### src/rtl/lpc_tgt_pkg.sv
// Shared types and constants for the LPC memory target.
// Assumes a 4-bit multiplexed bus; all other widths are parameters of the modules.
package lpc_tgt_pkg;

    localparam int NIB_W = 4;

    typedef enum logic [3:0] {
        ST_IDLE,
        ST_ADDR,
        ST_WDATA,
        ST_TAR_IN,
        ST_SYNC,
        ST_RDATA,
        ST_TAR_OUT,
        ST_ABORT
    } tgt_state_e;

    localparam logic [NIB_W-1:0] NIB_START  = 4'b0000;
    localparam logic [NIB_W-1:0] NIB_ABORT  = 4'b1111;
    localparam logic [NIB_W-1:0] NIB_SYNC   = 4'b0000;
    localparam logic [NIB_W-1:0] NIB_RELEASE = 4'b1111;
    localparam logic [2:0]       DIR_READ   = 3'b010;
    localparam logic [2:0]       DIR_WRITE  = 3'b011;

endpackage

### src/rtl/lpc_start_detect.sv
// Start-nibble detector.
// While armed, it latches the bus on every edge with the frame strobe low and
// records whether chip select was active one edge earlier. It reports a valid
// start on the first high-frame edge if the last latched nibble was all zeros
// and the target was selected. Assumes the parent arms it only when ready.
module lpc_start_detect
    import lpc_tgt_pkg::*;
(
    input  logic             clk,
    input  logic             rst_n,
    input  logic             armed,
    input  logic             frame_n,
    input  logic             sel_n,
    input  logic [NIB_W-1:0] lad_in,
    output logic             start_fire
);

    logic             framing_q;
    logic [NIB_W-1:0] start_q;
    logic             sel_prev_q;
    logic             ce_ok_q;

    // Remember chip select from the previous edge.
    always_ff @(posedge clk) begin
        if (!rst_n) sel_prev_q <= 1'b0;
        else        sel_prev_q <= !sel_n;
    end

    // Track the frame-low stretch and keep the last nibble and select seen in it.
    always_ff @(posedge clk) begin
        if (!rst_n) begin
            framing_q <= 1'b0;
            start_q   <= NIB_ABORT;
            ce_ok_q   <= 1'b0;
        end else if (!armed) begin
            framing_q <= 1'b0;
        end else begin
            framing_q <= !frame_n;
            if (!frame_n) begin
                start_q <= lad_in;
                ce_ok_q <= sel_prev_q;
            end
        end
    end

    // A start is valid at the edge where the frame strobe has just gone high.
    always_comb begin
        start_fire = armed && frame_n && framing_q && ce_ok_q && (start_q == NIB_START);
    end

endmodule

### src/rtl/lpc_byte_store.sv
// Byte-wide storage behind a single request port.
// A write request stores the byte at the next edge. A read request loads the
// output register at the next edge, which then holds until the next read.
// Assumes one request at most per clock.
module lpc_byte_store #(
    parameter int MEM_AW = 8,
    parameter int DATA_W = 8
) (
    input  logic              clk,
    input  logic              rst_n,
    input  logic              req,
    input  logic              we,
    input  logic [MEM_AW-1:0] addr,
    input  logic [DATA_W-1:0] wdata,
    output logic [DATA_W-1:0] rdata
);

    localparam int DEPTH = 1 << MEM_AW;

    logic [DATA_W-1:0] mem [DEPTH];

    // Store a byte on a write request.
    always_ff @(posedge clk) begin
        if (req && we) mem[addr] <= wdata;
    end

    // Load the read register on a read request.
    always_ff @(posedge clk) begin
        if (!rst_n)           rdata <= '0;
        else if (req && !we)  rdata <= mem[addr];
    end

endmodule

### src/rtl/lpc_bus_drive.sv
// Output stage: chooses what the target drives on the bus and when.
// It drives sync and data during a read, then the release nibble for one
// clock, and leaves the bus undriven otherwise. Assumes data nibbles go out
// low nibble first, counted by the parent's phase counter.
module lpc_bus_drive
    import lpc_tgt_pkg::*;
#(
    parameter int DATA_W = 8,
    parameter int CNT_W  = 3
) (
    input  tgt_state_e        state,
    input  logic [CNT_W-1:0]  cnt,
    input  logic              is_read,
    input  logic [DATA_W-1:0] rdata,
    output logic [NIB_W-1:0]  lad_out,
    output logic              lad_oe
);

    logic [DATA_W-1:0] shifted;

    // Pick the data nibble selected by the counter.
    always_comb begin
        shifted = rdata >> (int'(cnt) * NIB_W);
    end

    // Decide ownership of the bus and the value driven.
    always_comb begin
        lad_out = '0;
        lad_oe  = 1'b0;
        case (state)
            ST_SYNC: begin
                lad_out = NIB_SYNC;
                lad_oe  = 1'b1;
            end
            ST_RDATA: begin
                lad_out = shifted[NIB_W-1:0];
                lad_oe  = 1'b1;
            end
            ST_TAR_OUT: begin
                if (is_read && (cnt == '0)) begin
                    lad_out = NIB_RELEASE;
                    lad_oe  = 1'b1;
                end
            end
            default: begin
                lad_out = '0;
                lad_oe  = 1'b0;
            end
        endcase
    end

endmodule

### src/rtl/lpc_mem_target.sv
// LPC memory target cycle controller (top).
// It sequences a single-byte memory read or write: start detection, direction,
// eight address nibbles, then a data phase for writes, or turnaround, sync and
// data for reads, and closes every cycle with a two-clock turnaround. A frame
// strobe seen low mid-cycle drops the cycle into an abort wait that only an
// all-ones nibble clears. Assumes MEM_AW and DATA_W are multiples of 4 and
// greater than 4, and that ADDR_W/4 >= DATA_W/4.
module lpc_mem_target
    import lpc_tgt_pkg::*;
#(
    parameter int ADDR_W = 32,
    parameter int DATA_W = 8,
    parameter int MEM_AW = 8
) (
    input  logic             clk,
    input  logic             rst_n,
    input  logic             frame_n,
    input  logic             sel_n,
    input  logic [3:0]       lad_in,
    output logic [3:0]       lad_out,
    output logic             lad_oe
);

    localparam int ADDR_NIBS = ADDR_W / NIB_W;
    localparam int DATA_NIBS = DATA_W / NIB_W;
    localparam int TAR_LEN   = 2;
    localparam int CNT_W     = $clog2(ADDR_NIBS);
    localparam logic [CNT_W-1:0] ADDR_LAST = CNT_W'(ADDR_NIBS - 1);
    localparam logic [CNT_W-1:0] DATA_LAST = CNT_W'(DATA_NIBS - 1);
    localparam logic [CNT_W-1:0] TAR_LAST  = CNT_W'(TAR_LEN - 1);

    tgt_state_e        state_q;
    logic [CNT_W-1:0]  cnt_q;
    logic              is_read_q;
    logic [MEM_AW-1:0] addr_q;
    logic [DATA_W-1:0] wdata_q;
    logic              mem_req_q;
    logic              mem_we_q;
    logic [DATA_W-1:0] rdata;
    logic              start_fire;
    logic              armed;
    logic              in_cycle;

    // The detector listens only while the target is ready.
    always_comb begin
        armed    = (state_q == ST_IDLE);
        in_cycle = (state_q != ST_IDLE) && (state_q != ST_ABORT);
    end

    lpc_start_detect i_start (
        .clk        (clk),
        .rst_n      (rst_n),
        .armed      (armed),
        .frame_n    (frame_n),
        .sel_n      (sel_n),
        .lad_in     (lad_in),
        .start_fire (start_fire)
    );

    // Cycle sequencer: phase state, phase counter, address and write data.
    always_ff @(posedge clk) begin
        if (!rst_n) begin
            state_q   <= ST_IDLE;
            cnt_q     <= '0;
            is_read_q <= 1'b0;
            addr_q    <= '0;
            wdata_q   <= '0;
            mem_req_q <= 1'b0;
            mem_we_q  <= 1'b0;
        end else begin
            mem_req_q <= 1'b0;
            mem_we_q  <= 1'b0;
            if (in_cycle && !frame_n) begin
                state_q <= ST_ABORT;
                cnt_q   <= '0;
            end else begin
                case (state_q)
                    ST_IDLE: begin
                        cnt_q <= '0;
                        if (start_fire) begin
                            if (lad_in[3:1] == DIR_READ) begin
                                is_read_q <= 1'b1;
                                state_q   <= ST_ADDR;
                            end else if (lad_in[3:1] == DIR_WRITE) begin
                                is_read_q <= 1'b0;
                                state_q   <= ST_ADDR;
                            end
                        end
                    end
                    ST_ADDR: begin
                        addr_q <= {addr_q[MEM_AW-NIB_W-1:0], lad_in};
                        if (cnt_q == ADDR_LAST) begin
                            cnt_q <= '0;
                            if (is_read_q) begin
                                state_q   <= ST_TAR_IN;
                                mem_req_q <= 1'b1;
                            end else begin
                                state_q <= ST_WDATA;
                            end
                        end else begin
                            cnt_q <= cnt_q + 1'b1;
                        end
                    end
                    ST_WDATA: begin
                        wdata_q <= {lad_in, wdata_q[DATA_W-1:NIB_W]};
                        if (cnt_q == DATA_LAST) begin
                            cnt_q     <= '0;
                            state_q   <= ST_TAR_OUT;
                            mem_req_q <= 1'b1;
                            mem_we_q  <= 1'b1;
                        end else begin
                            cnt_q <= cnt_q + 1'b1;
                        end
                    end
                    ST_TAR_IN: begin
                        if (cnt_q == TAR_LAST) begin
                            cnt_q   <= '0;
                            state_q <= ST_SYNC;
                        end else begin
                            cnt_q <= cnt_q + 1'b1;
                        end
                    end
                    ST_SYNC: begin
                        cnt_q   <= '0;
                        state_q <= ST_RDATA;
                    end
                    ST_RDATA: begin
                        if (cnt_q == DATA_LAST) begin
                            cnt_q   <= '0;
                            state_q <= ST_TAR_OUT;
                        end else begin
                            cnt_q <= cnt_q + 1'b1;
                        end
                    end
                    ST_TAR_OUT: begin
                        if (cnt_q == TAR_LAST) begin
                            cnt_q   <= '0;
                            state_q <= ST_IDLE;
                        end else begin
                            cnt_q <= cnt_q + 1'b1;
                        end
                    end
                    ST_ABORT: begin
                        cnt_q <= '0;
                        if (lad_in == NIB_ABORT) state_q <= ST_IDLE;
                    end
                    default: begin
                        state_q <= ST_IDLE;
                    end
                endcase
            end
        end
    end

    lpc_byte_store #(
        .MEM_AW (MEM_AW),
        .DATA_W (DATA_W)
    ) i_store (
        .clk   (clk),
        .rst_n (rst_n),
        .req   (mem_req_q),
        .we    (mem_we_q),
        .addr  (addr_q),
        .wdata (wdata_q),
        .rdata (rdata)
    );

    lpc_bus_drive #(
        .DATA_W (DATA_W),
        .CNT_W  (CNT_W)
    ) i_drive (
        .state   (state_q),
        .cnt     (cnt_q),
        .is_read (is_read_q),
        .rdata   (rdata),
        .lad_out (lad_out),
        .lad_oe  (lad_oe)
    );

endmodule

### config.mk
export PLATFORM = sky130hd
export DESIGN_NAME = lpc_mem_target
export DESIGN_NICKNAME = d
export VERILOG_FILES = /design/src/rtl/lpc_tgt_pkg.sv /design/src/rtl/lpc_start_detect.sv /design/src/rtl/lpc_byte_store.sv /design/src/rtl/lpc_bus_drive.sv /design/src/rtl/lpc_mem_target.sv
export SDC_FILE = /design/constraint.sdc
export NUM_CORES = 2
export LEC_CHECK = 0
export ABC_AREA = 1
export BUFFER_PORTS_ARGS = -buffer_cell sky130_fd_sc_hd__buf_2
export CELL_PAD_IN_SITES_DETAIL_PLACEMENT = 0
export CELL_PAD_IN_SITES_GLOBAL_PLACEMENT = 1
export CORE_ASPECT_RATIO = 0.9
export CORE_MARGIN = 4
export CORE_UTILIZATION = 52
export CTS_CLUSTER_DIAMETER = 80
export DETAILED_ROUTE_END_ITERATION = 7
export GPL_ROUTABILITY_DRIVEN = 0
export PLACE_DENSITY_LB_ADDON = 0.1
export SYNTH_ARGS = -nofsm -noshare
export SYNTH_HDL_FRONTEND = slang
export SYNTH_HIERARCHICAL = 1
export SYNTH_SLANG_ARGS = --single-unit
### constraint.sdc
create_clock -name clk -period 5.8 [get_ports clk]
set_clock_uncertainty 0.15 [all_clocks]
set_input_delay 0.58 -clock clk [delete_from_list [all_inputs] [get_ports clk]]
set_output_delay 0.58 -clock clk [all_outputs]
set_load 0.005 [all_outputs]
==> results.md <==
- #FFs+latches synth: 2,088
- Worst hold path class: input port to flop
- Switch share: 29.7%
- Max-cap viol count: 0
- Crit path DAT: 4520 ps
- Final Hold Fails: 0
- CTS tree: done
- Clock sink count: 2,088
- Routed wire length: 238,000 um
- Setup tns final: 0 ps
- Placed insts: 9,360
- Slew headroom: 16.7%
- Cell taking the most area after synthesis: edfxtp_1
- Syn nets: 7,546
- Setup CP Type: flop to flop
- FF-to-FF path depth: 16
- Total grt overflow: 0
- DR WL/cell: 24.4 um
- Fillers: 13,300
- Critical Path RT: 6410 ps
- Area Growth Syn to Fin: 9.92%
- Clock buffer depth: 3
- CP Launch Type: flop
- Yosys top cell area share: 73.0%
- Crit path max fanout: 61
- Vias: 54,300
- Sequential fraction of the synthesis area: 73.9%
- Hpwl dp: 131,000 um
- Synthesized instance count: 7,533
- VDD IR max: 0.000329 V
- Antenna violations before repair: 6
- Total CTS buffers: 206
- Yosys warning count: 6
- Largest net degree at the start of global routing: 183
- Die area: 0.169 mm^2
- Reg clk slew, reported paths: 60 ps
- Final slew viol count: 0
- Core area: 0.160 mm^2
- Share of post-route cells with drive strength above 1: 5.49%
- Cts-stage hold buffer count: 8
- Post-synthesis area per instance: 11.2 um^2
- Library cells used by synthesis: 29
- Vias in the first global route: 50,600
- Die Y-Extent: 390 um
- Logic pwr share: 17.8%
- IO buf count: 12
- Critical Path, Cell by Cell: buf_4 > buf_4 > nand2_1 > nand2_1 > nand2_1 > nand2_1 > nand2_1 > nand2_1 > nor2_1 > nor2_1 > nor2_1 > nand2_1 > nand2_1 > nand3_1 > nor2_1 > nor2_1
- Max Clk Rate: 0.255 GHz
- Syn Std Cell Area: 0.0843 mm^2
- DRT Pass-1 Iters: 6
- Worst skew pair latency: 830 ps
- Slowest CP cell: buf_4
- H-tree levels: 4
- CP max stage delay: 680 ps
- Synth area leaders: edfxtp_1 (73%), nand2_1 (16%), nor2_1 (2.8%), buf_2 (1.4%), nand4_1 (1.2%)
- Pwr/cell area: 396 mW/mm^2
- Initial core utilization: 52.5%
- Vias/cell: 5.57
- 1st-iter DRT viols: 6,005
- Crit share post-route: 67.5%
- Cell Count, Final, Fillers Out: 9,751
- CTS resizes: 0
- Clock network fraction of total power: 34.5%
- Final setup vio count: 0
- Min Tclk post-route: 3920 ps
- CP Capture Type: flop
- RSZ-0062 raised after global routing: false
- Cell Rows: 139
- Detail Route Antenna Nets: 0
- Setup Buffers After CTS: 0
- Core Util, Final: 57.8%
- Internal cell power: 0.0258 W
- # DRC: 0
- Final #Nets: 7,474
- Top Ports: 13
- Sequential Power Share: 47.7%
- Status: complete, no violations
- DIE WIDTH: 432 um
- Clk root buf: clkbuf_16
- Global-route wire length before repair: 347,000 um
- Leakage: 34.4 nW
- NetSw: 0.0109 W
- Worst slew pin tran: 1250 ps
- All-Layer GR Usage: 28.0%
- Hold Crit Depth: 2
- CP most frequent cell: nand2_1
stage by stage:
stage / hold WS (ps) / cell area, um^2 / total power [W] / setup WS [ps]
after global routing: 134 / 92600 / 0.0381 / 1640
final: 145 / 92600 / 0.0367 / 1880
after global placement: 280 / 86200 / 0.0243 / 2040
after detailed placement: 293 / 86200 / 0.0243 / 2010
after floorplan: 270 / 84300 / 0.0217 / 1380
after CTS: 82.4 / 92600 / 0.0368 / 1980
cells by family (layout without fill, tap and decap cells):
logic type               after synthesis  after routing  synth area share [%]
AND/OR/NAND/NOR                     4640           4640                  21.4
flip-flops                          2088           2088                  73.9
buffers and inverters                462            562                  2.53
AO/OA/AOI/OAI                        337            337                  2.03
adder cells (fa/ha/maj)                5              5                0.0742
other                                  1              4               0.00445
placed cells by master (no fill, tap or decap), types with 4 or more instances in the layout:
cell           instances
edfxtp_1            2048
dfxtp_1               30
nand2_1             3687
clkinv_4               4
inv_2                  8
nand4_1              162
dfxtp_4               10
clkbuf_16            209
nor2_4                 6
o21ai_0              101
dlygate4sd3_1          8
nand2_2                8
clkinv_2              41
buf_2                 12
o21ai_1               80
a22oi_1               10
clkbuf_1              50
nand3_1              142
clkinv_1              50
inv_6                  6
buf_4                 56
clkinvlp_4             7
nor2_1               622
ha_1                   5
inv_1                 65
buf_12                27
or2_0                  4
a21oi_1              145
bufinv_16             10
power groups by stage:
stage / Clock (W) / Combinational (W) / Sequential [W]
after global placement: 0 / 0.00643 / 0.0178
after detailed placement: 0 / 0.00647 / 0.0178
after CTS: 0.0128 / 0.00649 / 0.0175
final: 0.0127 / 0.00653 / 0.0175
after floorplan: 0 / 0.00354 / 0.0182
after global routing: 0.0135 / 0.00709 / 0.0175
synth_stat cells:
cell,n
nand2_1,3692
buf_6,8
inv_1,66
a22oi_1,10
o21ai_1,80
ha_1,5
nor2_1,629
conb_1,1
clkinv_1,2
buf_2,231
clkbuf_1,100
nor2_2,1
nand2_2,3
a21oi_1,145
edfxtp_1,2048
inv_4,1
nand3_2,3
nor3_1,2
nand4_1,162
o21bai_1,1
nand3_1,142
inv_2,10
or2_0,4
nor2_4,1
o21ai_0,101
buf_4,12
nand3b_1,1
dfxtp_1,40
buf_1,32
path summary, 6_finish.rpt:
path                              to               start  slack (ps)
hold / removal    i_start/start_q[0]               rst_n         150
hold reg to reg   i_start/start_q[2]  i_start/start_q[2]         310
setup / recovery    i_store/rdata[1]           addr_q[0]        1880
setup reg to reg    i_store/rdata[1]           addr_q[0]        1880
critical path: cells and delay by family (launching register included):
family	cells	cell delay, ps
buffers and inverters	2	1320
DFF	1	660
and+or+nand+nor	14	1540
flip-flops by register name (all words and copies together) (netlist names):
signal / count
state_q: 3
wdata_q: 8
mem_req_q: 1
i_store/mem: 2048
mem_we_q: 1
is_read_q: 1
i_start/start_q: 4
i_start/ce_ok_q: 1
i_start/framing_q: 1
i_start/sel_prev_q: 1
addr_q: 8
cnt_q: 3
i_store/rdata: 8
layout make-up:
cell class,count,area (um^2),area share (%)
tap,2115,2650,2.86
antenna,3,7.51,0.00811
multi-input combinational,4983,19900,21.5
inverter,79,322,0.347
sequential,2088,62300,67.3
timing repair buffer,103,1100,1.19
clock inverter,118,858,0.927
clock buffer,262,5460,5.89
routing by layer:
| layer | global-route usage, % | share of wire (%) | vias to the layer above |
|---|---|---|---|
| met3 | 6.05 | 9.4 | 318 |
| met5 | 0 | 0 | - |
| met1 | 41.7 | 43 | 26500 |
| met2 | 42.5 | 45 | 2311 |
| met4 | 7.03 | 2.4 | 0 |
| li1 | - | - | 25200 |
Power figures use the tool's default switching activity.
